$ cat config.mk
export PLATFORM = sky130hd
export DESIGN_NAME = pgm_addr_mapper
export DESIGN_NICKNAME = d
export VERILOG_FILES = /design/src/rtl/pacm_pkg.sv /design/src/rtl/pacm_ptr.sv /design/src/rtl/pacm_map.sv /design/src/rtl/pgm_addr_mapper.sv
export SDC_FILE = /design/constraint.sdc
export NUM_CORES = 1
export LEC_CHECK = 0
export BUFFER_PORTS_ARGS = -buffer_cell sky130_fd_sc_hd__buf_2
export CAP_MARGIN = 0
export CELL_PAD_IN_SITES_DETAIL_PLACEMENT = 0
export CELL_PAD_IN_SITES_GLOBAL_PLACEMENT = 1
export CORE_MARGIN = 2
export CORE_UTILIZATION = 31
export CTS_BUF_LIST = sky130_fd_sc_hd__clkbuf_8 sky130_fd_sc_hd__clkbuf_16
export DETAILED_ROUTE_END_ITERATION = 10
export PLACE_DENSITY_LB_ADDON = 0.05
export SLEW_MARGIN = 20
export SYNTH_ARGS = -nofsm -noshare
export SYNTH_HDL_FRONTEND = slang
export SYNTH_SLANG_ARGS = --single-unit
$ cat constraint.sdc
create_clock -name clk -period 2.15 [get_ports clk]
set_input_delay 0 -clock clk [delete_from_list [all_inputs] [get_ports clk]]
set_output_delay 0 -clock clk [all_outputs]
set_load 0.01 [all_outputs]
$ cat src/rtl/pacm_pkg.sv
package pacm_pkg;
   typedef enum logic [1:0] {
      PTR_HOLD = 2'd0,
      PTR_STEP = 2'd1,
      PTR_CFG  = 2'd2,
      PTR_ZERO = 2'd3
   } ptr_op_e;
endpackage

$ cat src/rtl/pacm_ptr.sv
module pacm_ptr #(
   parameter int AW = 14
) (
   input  logic                 clk,
   input  logic                 rst_n,
   input  pacm_pkg::ptr_op_e    op,
   output logic [AW-1:0]        ptr_q,
   output logic [AW-1:0]        ptr_d
);
   import pacm_pkg::*;

   localparam logic [AW-1:0] CFG_BASE = {1'b1, {(AW-1){1'b0}}};
   localparam logic [AW-1:0] PTR_TOP  = {AW{1'b1}};
   localparam logic [AW-1:0] ONE      = {{(AW-1){1'b0}}, 1'b1};

   logic [AW-1:0] bumped;

   always_comb begin
      bumped = ptr_q + ONE;
      // the upper half is sticky: its top bit never clears on a step
      bumped[AW-1] = bumped[AW-1] | ptr_q[AW-1];
   end

   always_comb begin
      unique case (op)
         PTR_ZERO: ptr_d = '0;
         PTR_CFG:  ptr_d = CFG_BASE;
         PTR_STEP: ptr_d = bumped;
         default:  ptr_d = ptr_q;
      endcase
   end

   always_ff @(posedge clk or negedge rst_n) begin
      if (!rst_n) ptr_q <= '0;
      else        ptr_q <= ptr_d;
   end

   p_clear_r1: assert property (@(posedge clk) disable iff (!rst_n)
      op == PTR_ZERO |=> ptr_q == '0);
   p_upper_wrap_r3: assert property (@(posedge clk) disable iff (!rst_n)
      (op == PTR_STEP && ptr_q == PTR_TOP) |=> ptr_q == CFG_BASE);
   p_sticky_r3: assert property (@(posedge clk) disable iff (!rst_n)
      (ptr_q[AW-1] && op != PTR_ZERO) |=> ptr_q[AW-1]);
   p_cfg_jump_r4: assert property (@(posedge clk) disable iff (!rst_n)
      op == PTR_CFG |=> ptr_q == CFG_BASE);
   p_hold_r10: assert property (@(posedge clk) disable iff (!rst_n)
      op == PTR_HOLD |=> $stable(ptr_q));
endmodule

$ cat src/rtl/pacm_map.sv
module pacm_map #(
   parameter int AW         = 14,
   parameter int USER_AW    = 10,
   parameter int CFG_AW     = 4,
   parameter int DATA_AW    = 6,
   parameter int ID_WORDS   = 4,
   parameter int CFGW_INDEX = 7,
   parameter bit ALIAS_USER = 1'b1
) (
   input  logic                clk,
   input  logic                rst_n,
   input  logic [AW-1:0]       ptr_d,
   output logic [USER_AW-1:0]  prog_addr,
   output logic                cfg_sel,
   output logic [CFG_AW-1:0]   cfg_idx,
   output logic                id_hit,
   output logic                cfgw_hit,
   output logic [DATA_AW-1:0]  data_addr
);
   localparam logic [CFG_AW-1:0] ID_LIM  = CFG_AW'(ID_WORDS);
   localparam logic [CFG_AW-1:0] CFGW_IX = CFG_AW'(CFGW_INDEX);

   logic in_window, sel_n, id_n, cfgw_n;

   assign in_window = ptr_d[AW-1] && (ptr_d[AW-2:CFG_AW] == '0);

   generate
      if (ALIAS_USER) begin : g_alias
         // past the window, configuration pointers fall through to user store
         assign sel_n = in_window;
      end else begin : g_noalias
         assign sel_n = ptr_d[AW-1];
      end
   endgenerate

   assign id_n   = in_window && (ptr_d[CFG_AW-1:0] < ID_LIM);
   assign cfgw_n = in_window && (ptr_d[CFG_AW-1:0] == CFGW_IX);

   always_ff @(posedge clk or negedge rst_n) begin
      if (!rst_n) begin
         prog_addr <= '0;
         cfg_sel   <= 1'b0;
         cfg_idx   <= '0;
         id_hit    <= 1'b0;
         cfgw_hit  <= 1'b0;
         data_addr <= '0;
      end else begin
         prog_addr <= ptr_d[USER_AW-1:0];
         cfg_sel   <= sel_n;
         cfg_idx   <= ptr_d[CFG_AW-1:0];
         id_hit    <= id_n;
         cfgw_hit  <= cfgw_n;
         data_addr <= ptr_d[DATA_AW-1:0];
      end
   end

   p_id_in_cfg_r7: assert property (@(posedge clk) disable iff (!rst_n)
      (id_hit || cfgw_hit) |-> cfg_sel);
   p_id_cfgw_excl_r7: assert property (@(posedge clk) disable iff (!rst_n)
      !(id_hit && cfgw_hit));
endmodule

$ cat src/rtl/pgm_addr_mapper.sv
module pgm_addr_mapper #(
   parameter int AW         = 14,
   parameter int USER_AW    = 10,
   parameter int CFG_AW     = 4,
   parameter int DATA_AW    = 6,
   parameter int ID_WORDS   = 4,
   parameter int CFGW_INDEX = 7,
   parameter bit ALIAS_USER = 1'b1
) (
   input  logic               clk,
   input  logic               rst_n,
   input  logic               mode_clr,
   input  logic               load_cfg,
   input  logic               incr,
   output logic [AW-1:0]      addr_q,
   output logic [USER_AW-1:0] prog_addr,
   output logic               cfg_sel,
   output logic [CFG_AW-1:0]  cfg_idx,
   output logic               id_hit,
   output logic               cfgw_hit,
   output logic [DATA_AW-1:0] data_addr
);
   import pacm_pkg::*;

   generate
      if (USER_AW >= AW || DATA_AW >= AW || CFG_AW >= AW - 1) begin : g_bad_width
         $error("pgm_addr_mapper: decode width exceeds pointer width");
      end
      if (ID_WORDS > (1 << CFG_AW) || CFGW_INDEX >= (1 << CFG_AW)) begin : g_bad_cfg
         $error("pgm_addr_mapper: configuration index out of window");
      end
   endgenerate

   ptr_op_e       op;
   logic [AW-1:0] ptr_next;

   always_comb begin
      if (mode_clr)      op = PTR_ZERO;
      else if (load_cfg) op = PTR_CFG;
      else if (incr)     op = PTR_STEP;
      else               op = PTR_HOLD;
   end

   pacm_ptr #(.AW(AW)) i_ptr (
      .clk   (clk),
      .rst_n (rst_n),
      .op    (op),
      .ptr_q (addr_q),
      .ptr_d (ptr_next)
   );

   pacm_map #(
      .AW(AW), .USER_AW(USER_AW), .CFG_AW(CFG_AW), .DATA_AW(DATA_AW),
      .ID_WORDS(ID_WORDS), .CFGW_INDEX(CFGW_INDEX), .ALIAS_USER(ALIAS_USER)
   ) i_map (
      .clk       (clk),
      .rst_n     (rst_n),
      .ptr_d     (ptr_next),
      .prog_addr (prog_addr),
      .cfg_sel   (cfg_sel),
      .cfg_idx   (cfg_idx),
      .id_hit    (id_hit),
      .cfgw_hit  (cfgw_hit),
      .data_addr (data_addr)
   );

   p_map_tracks_ptr_r9: assert property (@(posedge clk) disable iff (!rst_n)
      cfg_sel |-> addr_q[AW-1]);
   p_prog_tracks_ptr_r5: assert property (@(posedge clk) disable iff (!rst_n)
      prog_addr == addr_q[USER_AW-1:0]);
   p_data_tracks_ptr_r8: assert property (@(posedge clk) disable iff (!rst_n)
      data_addr == addr_q[DATA_AW-1:0]);
endmodule

==> results of run 1 <==
-- worst paths after layout --
kind,from,to,depth (start not counted)
setup / recovery,i_map.data_addr[1],i_map.cfgw_hit,7
hold / removal,load_cfg,i_ptr.ptr_q[13],3
setup reg to reg,i_map.data_addr[1],i_map.cfgw_hit,7
hold reg to reg,i_ptr.ptr_q[13],i_ptr.ptr_q[13],2
max in group asynchronous,rst_n,i_map.data_addr[0],2
min in group asynchronous,rst_n,i_ptr.ptr_q[10],2
-- where the power goes --
group          switching [mW]  leakage [nW]  internal, mW  total, mW
logic                  0.0365         0.469        0.0245     0.0610
registers             0.00313         0.229         0.325      0.328
clock network           0.111        0.0255         0.129      0.240
total                   0.151         0.723         0.478      0.629
-- synth_stat cells --
cell type,number,area (µm²)
a311o_1,1,10.0
ha_1,1,12.5
xnor2_1,8,70.1
nor2_1,16,60.1
a21boi_0,1,7.51
nand2_1,5,18.8
xor2_1,4,35.0
or2_1,1,6.26
mux2i_1,2,20.0
and2_1,1,6.26
buf_4,20,150
o21ai_0,2,10.0
or3_1,1,6.26
nand2b_4,1,13.8
o2111ai_1,1,8.76
nand2b_1,1,6.26
a41oi_1,1,8.76
a21o_2,1,8.76
nor4_2,1,12.5
o311ai_0,1,8.76
or4b_4,1,13.8
nand4_1,4,25.0
inv_1,2,7.51
nand4b_1,1,8.76
dfrtp_1,17,425
and4_1,1,8.76
a211oi_1,3,22.5
a311oi_1,1,8.76
a21oi_1,1,5.00
nor2b_1,1,6.26
clkbuf_1,2,7.51
and4b_1,1,10.0
a31oi_1,1,6.26
a2111oi_4,1,27.5
nor2_2,1,6.26
nor3_1,2,10.0
nand3_1,3,15.0
-- kinds of logic (layout without fill, tap and decap cells) --
kind of cell	count (synthesis)	after routing	share of synthesized area, %
simple gates	42	42	21.4
xor+xnor	12	12	9.60
mux	2	2	1.83
fa+ha+maj	1	1	1.14
flops	17	17	38.9
compound gates	15	15	12.1
buf+inv	24	72	15.1
-- worst min-delay path: cells and delay by family --
family	cells	cell delay, ns
AOI/OAI and AO/OA	1	0.07
buffers and inverters	1	0.13
and+or+nand+nor	1	0.10
-- per-layer routing --
metal | routed length, µm | vias up
met5 | 0 | -
li1 | - | 471
met2 | 1370 | 38
met3 | 148 | 5
met4 | 32 | 0
met1 | 1250 | 472
-- metrics by stage --
stage                     util [%]  instances  worst slack [ns]  setup TNS [ns]  power, mW
final                         44.1        207          -0.00487        -0.00487      0.629
after global routing          44.1        207           -0.0717          -0.139      0.663
after CTS                     42.4        204           0.00344               0      0.637
after detailed placement      39.6        195            0.0224               0      0.391
after global placement        39.6        195            0.0559               0      0.391
after floorplan                  -        113          0.000610               0      0.366
-- placed cells by master, fill, tap and decap left out, drive strengths merged --
cell type / netlist / final
and2: 1 / 1
a211oi: 3 / 3
o21ai: 2 / 2
nand2: 5 / 5
o2111ai: 1 / 1
inv: 2 / 2
a21boi: 1 / 1
nand4b: 1 / 1
nand2b: 2 / 2
nor2: 17 / 17
a2111oi: 1 / 1
a31oi: 1 / 1
or4b: 1 / 1
o311ai: 1 / 1
nand3: 3 / 3
nor2b: 1 / 1
a21o: 1 / 1
mux2i: 2 / 2
buf: 20 / 64
nor3: 2 / 2
and4b: 1 / 1
dlygate4sd3: 0 / 2
nor4: 1 / 1
or2: 1 / 1
ha: 1 / 1
nand4: 4 / 4
a311oi: 1 / 1
dfrtp: 17 / 17
or3: 1 / 1
xor2: 4 / 4
clkbuf: 2 / 3
a311o: 1 / 1
and4: 1 / 1
a41oi: 1 / 1
xnor2: 8 / 8
clkinv: 0 / 1
a21oi: 1 / 1
-- layout make-up --
cell class / count / area [µm²] / share of cell area, %
flip-flops and latches: 17 / 428 / 28.9
multi-input cells: 72 / 546 / 36.8
well taps: 46 / 57.6 / 3.88
repair buffers: 66 / 398 / 26.8
clock inverters: 1 / 5.00 / 0.338
clock buffers: 3 / 41.3 / 2.78
inverters: 2 / 7.51 / 0.506
-- flip-flops by register name, summed over array words and instances, names as in the netlist --
register and count:
i_map.prog_addr 4, i_map.id_hit 1, i_map.cfg_sel 1, i_ptr.ptr_q 5
i_map.cfgw_hit 1, i_map.data_addr 5
-- timing repair --
item / CTS / global route
hold buffers: 2 / 0
gates resized for setup: 1 / 11
cloned: 0 / 0
endpoints found under the setup margin: 1 / 3
endpoints found under the hold margin: 18 / 0
pin swaps: 2 / 5
setup buffers: 3 / 3
==> impl_metrics.ini, run 1 <==
[finish]
diodes = 0
final_area_mm2 = 0.00148
syn2layout_area_growth_pct = 35.4
final_layout_size_suffix_gt1_share_pct = 52.2
fill_cells = 357
final_nets = 168

[critical_path]
cp_max_fo = 4
worstPathArrival_ns = 2.34
endpoint_kind = flop
cp-start-kind = flop
criticalPathCategory = flop to flop
worst_ep_required_time_ns = 2.34
max_stage_delay_ns = 0.55
cp_num_buf_inv = 0
path_delay_family = simple AND/OR/NAND/NOR gates
regToRegSetupSlack_ns = -0.005
path_cells = ha_2, and2_4, o2111ai_2, xor2_1, a31oi_1, or4b_4, and4b_1
slowest_stage = or4b_4

[run_status]
violations = negative setup slack
status = finished with violations

[cts]
clock-sinks = 17
cts_tree = built
clockBufferDepth = 2
worstSkewPairLatency_ns = 0.25
cts_buffers = 3
htree_levels = 1
path_clk_slew_ns = 0.07
cts_root_buffer = clkbuf_8

[timing]
tightest_slew_ns = 0.569
layout_setup_ws_ns = -0.00487
worst_hold_slack_ns = 0.0798
slew_violations = 0
fin_crit_sh_pct = 100
rsz0062_at_grt = true
setup_viol = 1
hold_viol_final = 0
fin_crit_ns = 2.15
fin_worst_skew_ns = 0.00202
fmax_mhz = 464
slew-limit-headroom_pct = 61.6

[global_routing]
antenna_found_initial = 0
grt_pass1_wl_mm = 4.43
grt_usage_pct = 14.1
grt_util_met3_pct = 2.32
grt_pass1_vias = 948
grt_max_degree = 18
grt_use_met2_pct = 24.7
grtUsageMet1_pct = 17.7
grt_overflow = 0
top_usage_layer = met2

[pwr]
ir_drop_mv = 0.217
cellPowerDensity_mw_per_mm2 = 424
p_leak_nw = 0.723

[detailed_routing]
totalWireLength_mm = 2.80
wire_per_inst_um = 13.5
route.antenna.remaining_nets = 0
drt_iter0_drc = 29
via_per_inst = 4.76
via_count = 986
dr.pass1.iters = 4
drc = 0

[die]
io_pins = 42
rows = 21
die_h_um = 63.4
initial_core_util_pct = 32.6
die_width_um = 63.4
core_area_mm2 = 0.00336
die-area_mm2 = 0.00402

[synth]
synth_cells = 113
synth.avg_cell_area_um2 = 9.69
ys_seq_area_share_pct = 38.9
yosysWarnings = 0
netlist_area_mm2 = 0.00109
synthesis.nets = 119
ys_types = 37
ys_seq_elements = 17

[placed_design]
portBuffers = 41
dp_hpwl_mm = 2.06
gp_congestion = 0.766
place_area_mm2 = 0.00133

[hold_path]
hold_class = input pin to flop

[run]
max_cap_violations = 0
Power figures use the tool's default switching activity.
==> run 2, diff against run 1 <==
Settings changed: CORE_MARGIN 2 to not set.
==> impl_metrics.ini, run 2 (synthesis results as in run 1) <==
[cts]
cts_root_buffer = clkbuf_8
cts_tree = built
path_clk_slew_ns = 0.07
htree_levels = 1
cts_buffers = 3
clock-sinks = 17
worstSkewPairLatency_ns = 0.25
clockBufferDepth = 2

[critical_path]
cp-start-kind = flop
endpoint_kind = flop
cp_max_fo = 4
criticalPathCategory = flop to flop
worstPathArrival_ns = 2.29
worst_ep_required_time_ns = 2.34

[finish]
final_cell_mix = buf_2 (41), buf_4 (19), dfrtp_1 (17)
fill_cells = 381
syn2layout_area_growth_pct = 31.0
largestRegisters = i_map.data_addr: 5 flops, i_ptr.ptr_q: 5 flops, i_map.prog_addr: 4 flops
multi_input_area_um2 = 529
final_area_mm2 = 0.00143
final_common_cell = buf_2
postLayoutCoreUtil_pct = 42.6
diodes = 0
seq_area_um2 = 425
final_layout_size_suffix_gt1_share_pct = 48.4
final_nets = 164
finalNonFillerCells = 203

[timing]
fin_crit_ns = 2.10
setup_viol = 0
fin_worst_skew_ns = 0.00170
slew-limit-headroom_pct = 57.5
setup_tns_ns = 0
tightest_slew_ns = 0.630
rsz0062_at_grt = true
layout_setup_ws_ns = 0.0510
hold_viol_final = 0
fmax_mhz = 476
fin_crit_sh_pct = 97.6
slew_violations = 0

[detailed_routing]
via_count = 940
via_per_inst = 4.63
drt_iter0_drc = 22
wire_per_inst_um = 12.6
drc = 0
dr.pass1.iters = 4
totalWireLength_mm = 2.55
route.antenna.remaining_nets = 0

[pwr]
ir_drop_mv = 0.208
clkPwrFrac_pct = 38.1
p_switching_uw = 149
power.internal_uw = 478
pwr-share-comb_pct = 9.7
sw_frac_of_total_pct = 23.7
p_leak_nw = 0.706
cellPowerDensity_mw_per_mm2 = 437
power.share.sequential_pct = 52.2

[placed_design]
dp_hpwl_mm = 1.94
place_inst = 195
portBuffers = 41
place_area_mm2 = 0.00133
gp_congestion = 0.759
pre_cts_ws_ns = 0.0362

[die]
die-area_mm2 = 0.00377
initial_core_util_pct = 32.6
io_pins = 42
core_area_mm2 = 0.00336
rows = 21
die_h_um = 61.4
die_width_um = 61.4

[global_routing]
grt_pass1_vias = 846
grt_pass1_wl_mm = 3.78
grt_overflow = 0
antenna_found_initial = 0
grt_max_degree = 18
grt_usage_pct = 14.3

[run]
max_cap_violations = 0

[run_status]
status = complete, no violations

[hold_path]
hold_class = input pin to flop
-- run 2: cell count changes in the layout (fill, tap and decap cells not counted), sizes merged --
| cell | delta |
|---|---|
| buf | -4 |
-- run 2: power by group through the flow --
stage / registers (mW) / clock network, mW / logic [mW]
global placement: 0.333 / 0 / 0.0577
global route: 0.328 / 0.267 / 0.0685
detailed placement: 0.333 / 0 / 0.0576
floorplan: 0.337 / 0 / 0.0288
CTS: 0.327 / 0.252 / 0.0605
finish: 0.327 / 0.239 / 0.0606
-- run 2: stage by stage --
stage               total power [mW]  hold WS, ns
detailed placement             0.391      -0.0487
finish                         0.627       0.0587
floorplan                      0.366       -0.296
global placement               0.391      -0.0507
global route                   0.664       0.0694
CTS                            0.639       0.0586
-- run 2: path summary, 6_finish.rpt --
check | startpoint | end | slack [ns] | cells past startpoint
min in group asynchronous | rst_n | i_map.id_hit | 0.20 | 2
setup / recovery | i_map.data_addr[1] | i_map.cfgw_hit | 0.05 | 7
hold / removal | load_cfg | i_ptr.ptr_q[13] | 0.06 | 3
hold reg to reg | i_ptr.ptr_q[13] | i_ptr.ptr_q[13] | 0.53 | 2
setup reg to reg | i_map.data_addr[1] | i_map.cfgw_hit | 0.05 | 7
max in group asynchronous | rst_n | i_ptr.ptr_q[9] | 1.67 | 2
-- run 2: cell type report --
type,count,share of cell area [%]
multi-input cells,72,36.9
flip-flops and latches,17,29.7
repair buffers,62,25.7
well taps,46,4.01
clock buffers,3,2.88
inverters,2,0.524
clock inverters,1,0.349
-- run 2: critical path, stage by stage, from the launching register on --
cell	delay [ns]
dfrtp_1	0.40
ha_2	0.21
and2_4	0.17
o2111ai_2	0.13
xor2_1	0.20
a31oi_1	0.12
or4b_4	0.54
and4b_1	0.27
-- run 2: routing by layer --
layer | part of all wire (%) | vias up | routed length, µm | track usage, %
met5 | 0 | - | 0 | 0
li1 | - | 464 | - | -
met4 | 1.8 | 0 | 47 | 6.67
met3 | 4.2 | 5 | 106 | 1.89
met1 | 46 | 437 | 1180 | 18.3
met2 | 48 | 34 | 1220 | 23.8
-- run 2: what timing repair did --
item                                    in CTS  in global routing
hold buffers                                 2                  0
endpoints found under the setup margin       0                  2
endpoints found under the hold margin       18                  0
gates resized for setup                      0                  8
buffers inserted                             0                  2
==> run 3, diff against run 2 <==
Settings changed: CORE_UTILIZATION 31 to 32, CTS_CLUSTER_DIAMETER set to 80.
==> impl_metrics.ini, run 3 (synthesis results as in run 1) <==
[critical_path]
regToRegSetupSlack_ns = 0.07
worst_ep_required_time_ns = 2.34
timing.rr.start = i_map.data_addr[0]
cp-start-kind = flop
r2r_cells = 7
worstPathArrival_ns = 2.27
criticalPathCategory = flop to flop
cp_max_fo = 3
timing.rr.end = i_map.cfgw_hit
endpoint_kind = flop

[finish]
largestRegisters = i_map.data_addr: 5 flops, i_ptr.ptr_q: 5 flops, i_map.prog_addr: 4 flops
syn2layout_area_growth_pct = 32.1
fill_cells = 332
final_common_cell = buf_2
final_area_mm2 = 0.00145
diodes = 0
final_nets = 165
postLayoutCoreUtil_pct = 45.9
final_layout_size_suffix_gt1_share_pct = 48.1
final_cell_mix = buf_2 (41), buf_4 (20), dfrtp_1 (17)

[pwr]
power.share.sequential_pct = 51.4
p_leak_nw = 0.713
pwr-share-comb_pct = 10.0
ir_drop_mv = 0.215
power.internal_uw = 478
p_switching_uw = 160
cellPowerDensity_mw_per_mm2 = 441
clkPwrFrac_pct = 38.7
sw_frac_of_total_pct = 25.0

[hold_path]
hold_class = input pin to flop
holdPathStages = 3
min_delay_worst_endpoint = i_ptr.ptr_q[13]
hold_start = load_cfg

[cts]
clockBufferDepth = 2
clock-sinks = 17
path_clk_slew_ns = 0.07
cts_root_buffer = clkbuf_8
cts_buffers = 3
htree_levels = 1
worstSkewPairLatency_ns = 0.26
cts_tree = built

[timing]
fin_crit_ns = 2.08
setup_tns_ns = 0
slew-limit-headroom_pct = 61.7
fin_worst_skew_ns = 0.00740
slew_violations = 0
rsz0062_at_grt = true
setup_viol = 0
worst_hold_slack_ns = 0.0733
hold_viol_final = 0
fmax_mhz = 480
tightest_slew_ns = 0.567
fin_crit_sh_pct = 96.8

[detailed_routing]
dr.pass1.iters = 4
drc = 0
drt_iter0_drc = 34
totalWireLength_mm = 2.67
route.antenna.remaining_nets = 0
via_per_inst = 4.69
wire_per_inst_um = 13.2
via_count = 947

[die]
die_width_um = 60.5
initial_core_util_pct = 34.7
core_area_mm2 = 0.00315
die-area_mm2 = 0.00366
die_h_um = 60.5
io_pins = 42
rows = 20

[global_routing]
grt_max_degree = 18
grt_usage_pct = 15.8
grt_pass1_vias = 872
grt_pass1_wl_mm = 4.11
grt_overflow = 0
antenna_found_initial = 0

[placed_design]
place_area_mm2 = 0.00132
gp_congestion = 0.774
dp_hpwl_mm = 1.97
portBuffers = 41

[run_status]
status = complete, no violations

[run]
max_cap_violations = 0
-- run 3: final cells by class --
class                      count  area (µm²)  share of cell area [%]
clock inverter                 1        3.75                   0.260
inverter                       2        7.51                   0.519
timing repair buffer          63         375                    26.0
multi-input combinational     72         538                    37.2
clock buffer                   3        41.3                    2.85
sequential                    17         425                    29.4
tap                           44        55.1                    3.81
-- run 3: worst max-delay path by stage --
stage / endpoint / depth (start not counted) / from
2_1_floorplan: i_map.cfgw_hit / 6 / i_map.data_addr[2]
5_1_grt: i_map.cfgw_hit / 6 / i_map.data_addr[4]
3_3_place_gp: i_map.cfgw_hit / 6 / i_map.data_addr[2]
6_report: i_map.cfgw_hit / 7 / i_map.data_addr[0]
3_5_place_dp: i_map.cfgw_hit / 6 / i_map.data_addr[0]
4_1_cts: i_map.cfgw_hit / 6 / i_map.data_addr[0]
-- run 3: power by group through the flow --
stage,Sequential [mW],Combinational (mW),Clock [mW]
floorplan,0.337,0.0288,0
global placement,0.333,0.0581,0
detailed placement,0.333,0.0586,0
CTS,0.327,0.0615,0.252
global route,0.328,0.0709,0.264
finish,0.328,0.0635,0.247
-- run 3: timing repair --
action                                  in CTS  in global routing
hold buffers                                 2                  0
endpoints found under the setup margin       0                  3
buffers inserted                             0                  4
gates resized for setup                      0                  8
endpoints found under the hold margin       18                  0
-- run 3: layer usage --
metal | track usage [%] | up-vias | routed length [µm]
met2 | 25.1 | 35 | 1220
met1 | 21.0 | 436 | 1260
met4 | 7.79 | 0 | 51
li1 | - | 470 | -
met5 | 0 | - | 0
met3 | 2.56 | 6 | 131
-- run 3: stage by stage --
step	power (mW)	cells	worst slack, ns
5_1_grt	0.662	202	-0.0279
6_report	0.638	202	0.0686
4_1_cts	0.641	198	0.0208
3_5_place_dp	0.392	192	0.0514
2_1_floorplan	0.366	113	0.000610
3_3_place_gp	0.391	192	0.0743
-- run 3: critical path, stage by stage (launching register included) --
cell       delay, ns
dfrtp_1         0.39
ha_2            0.20
and2_4          0.16
o2111ai_2       0.13
xor2_1          0.20
a31oi_1         0.11
or4b_4          0.55
and4b_1         0.26
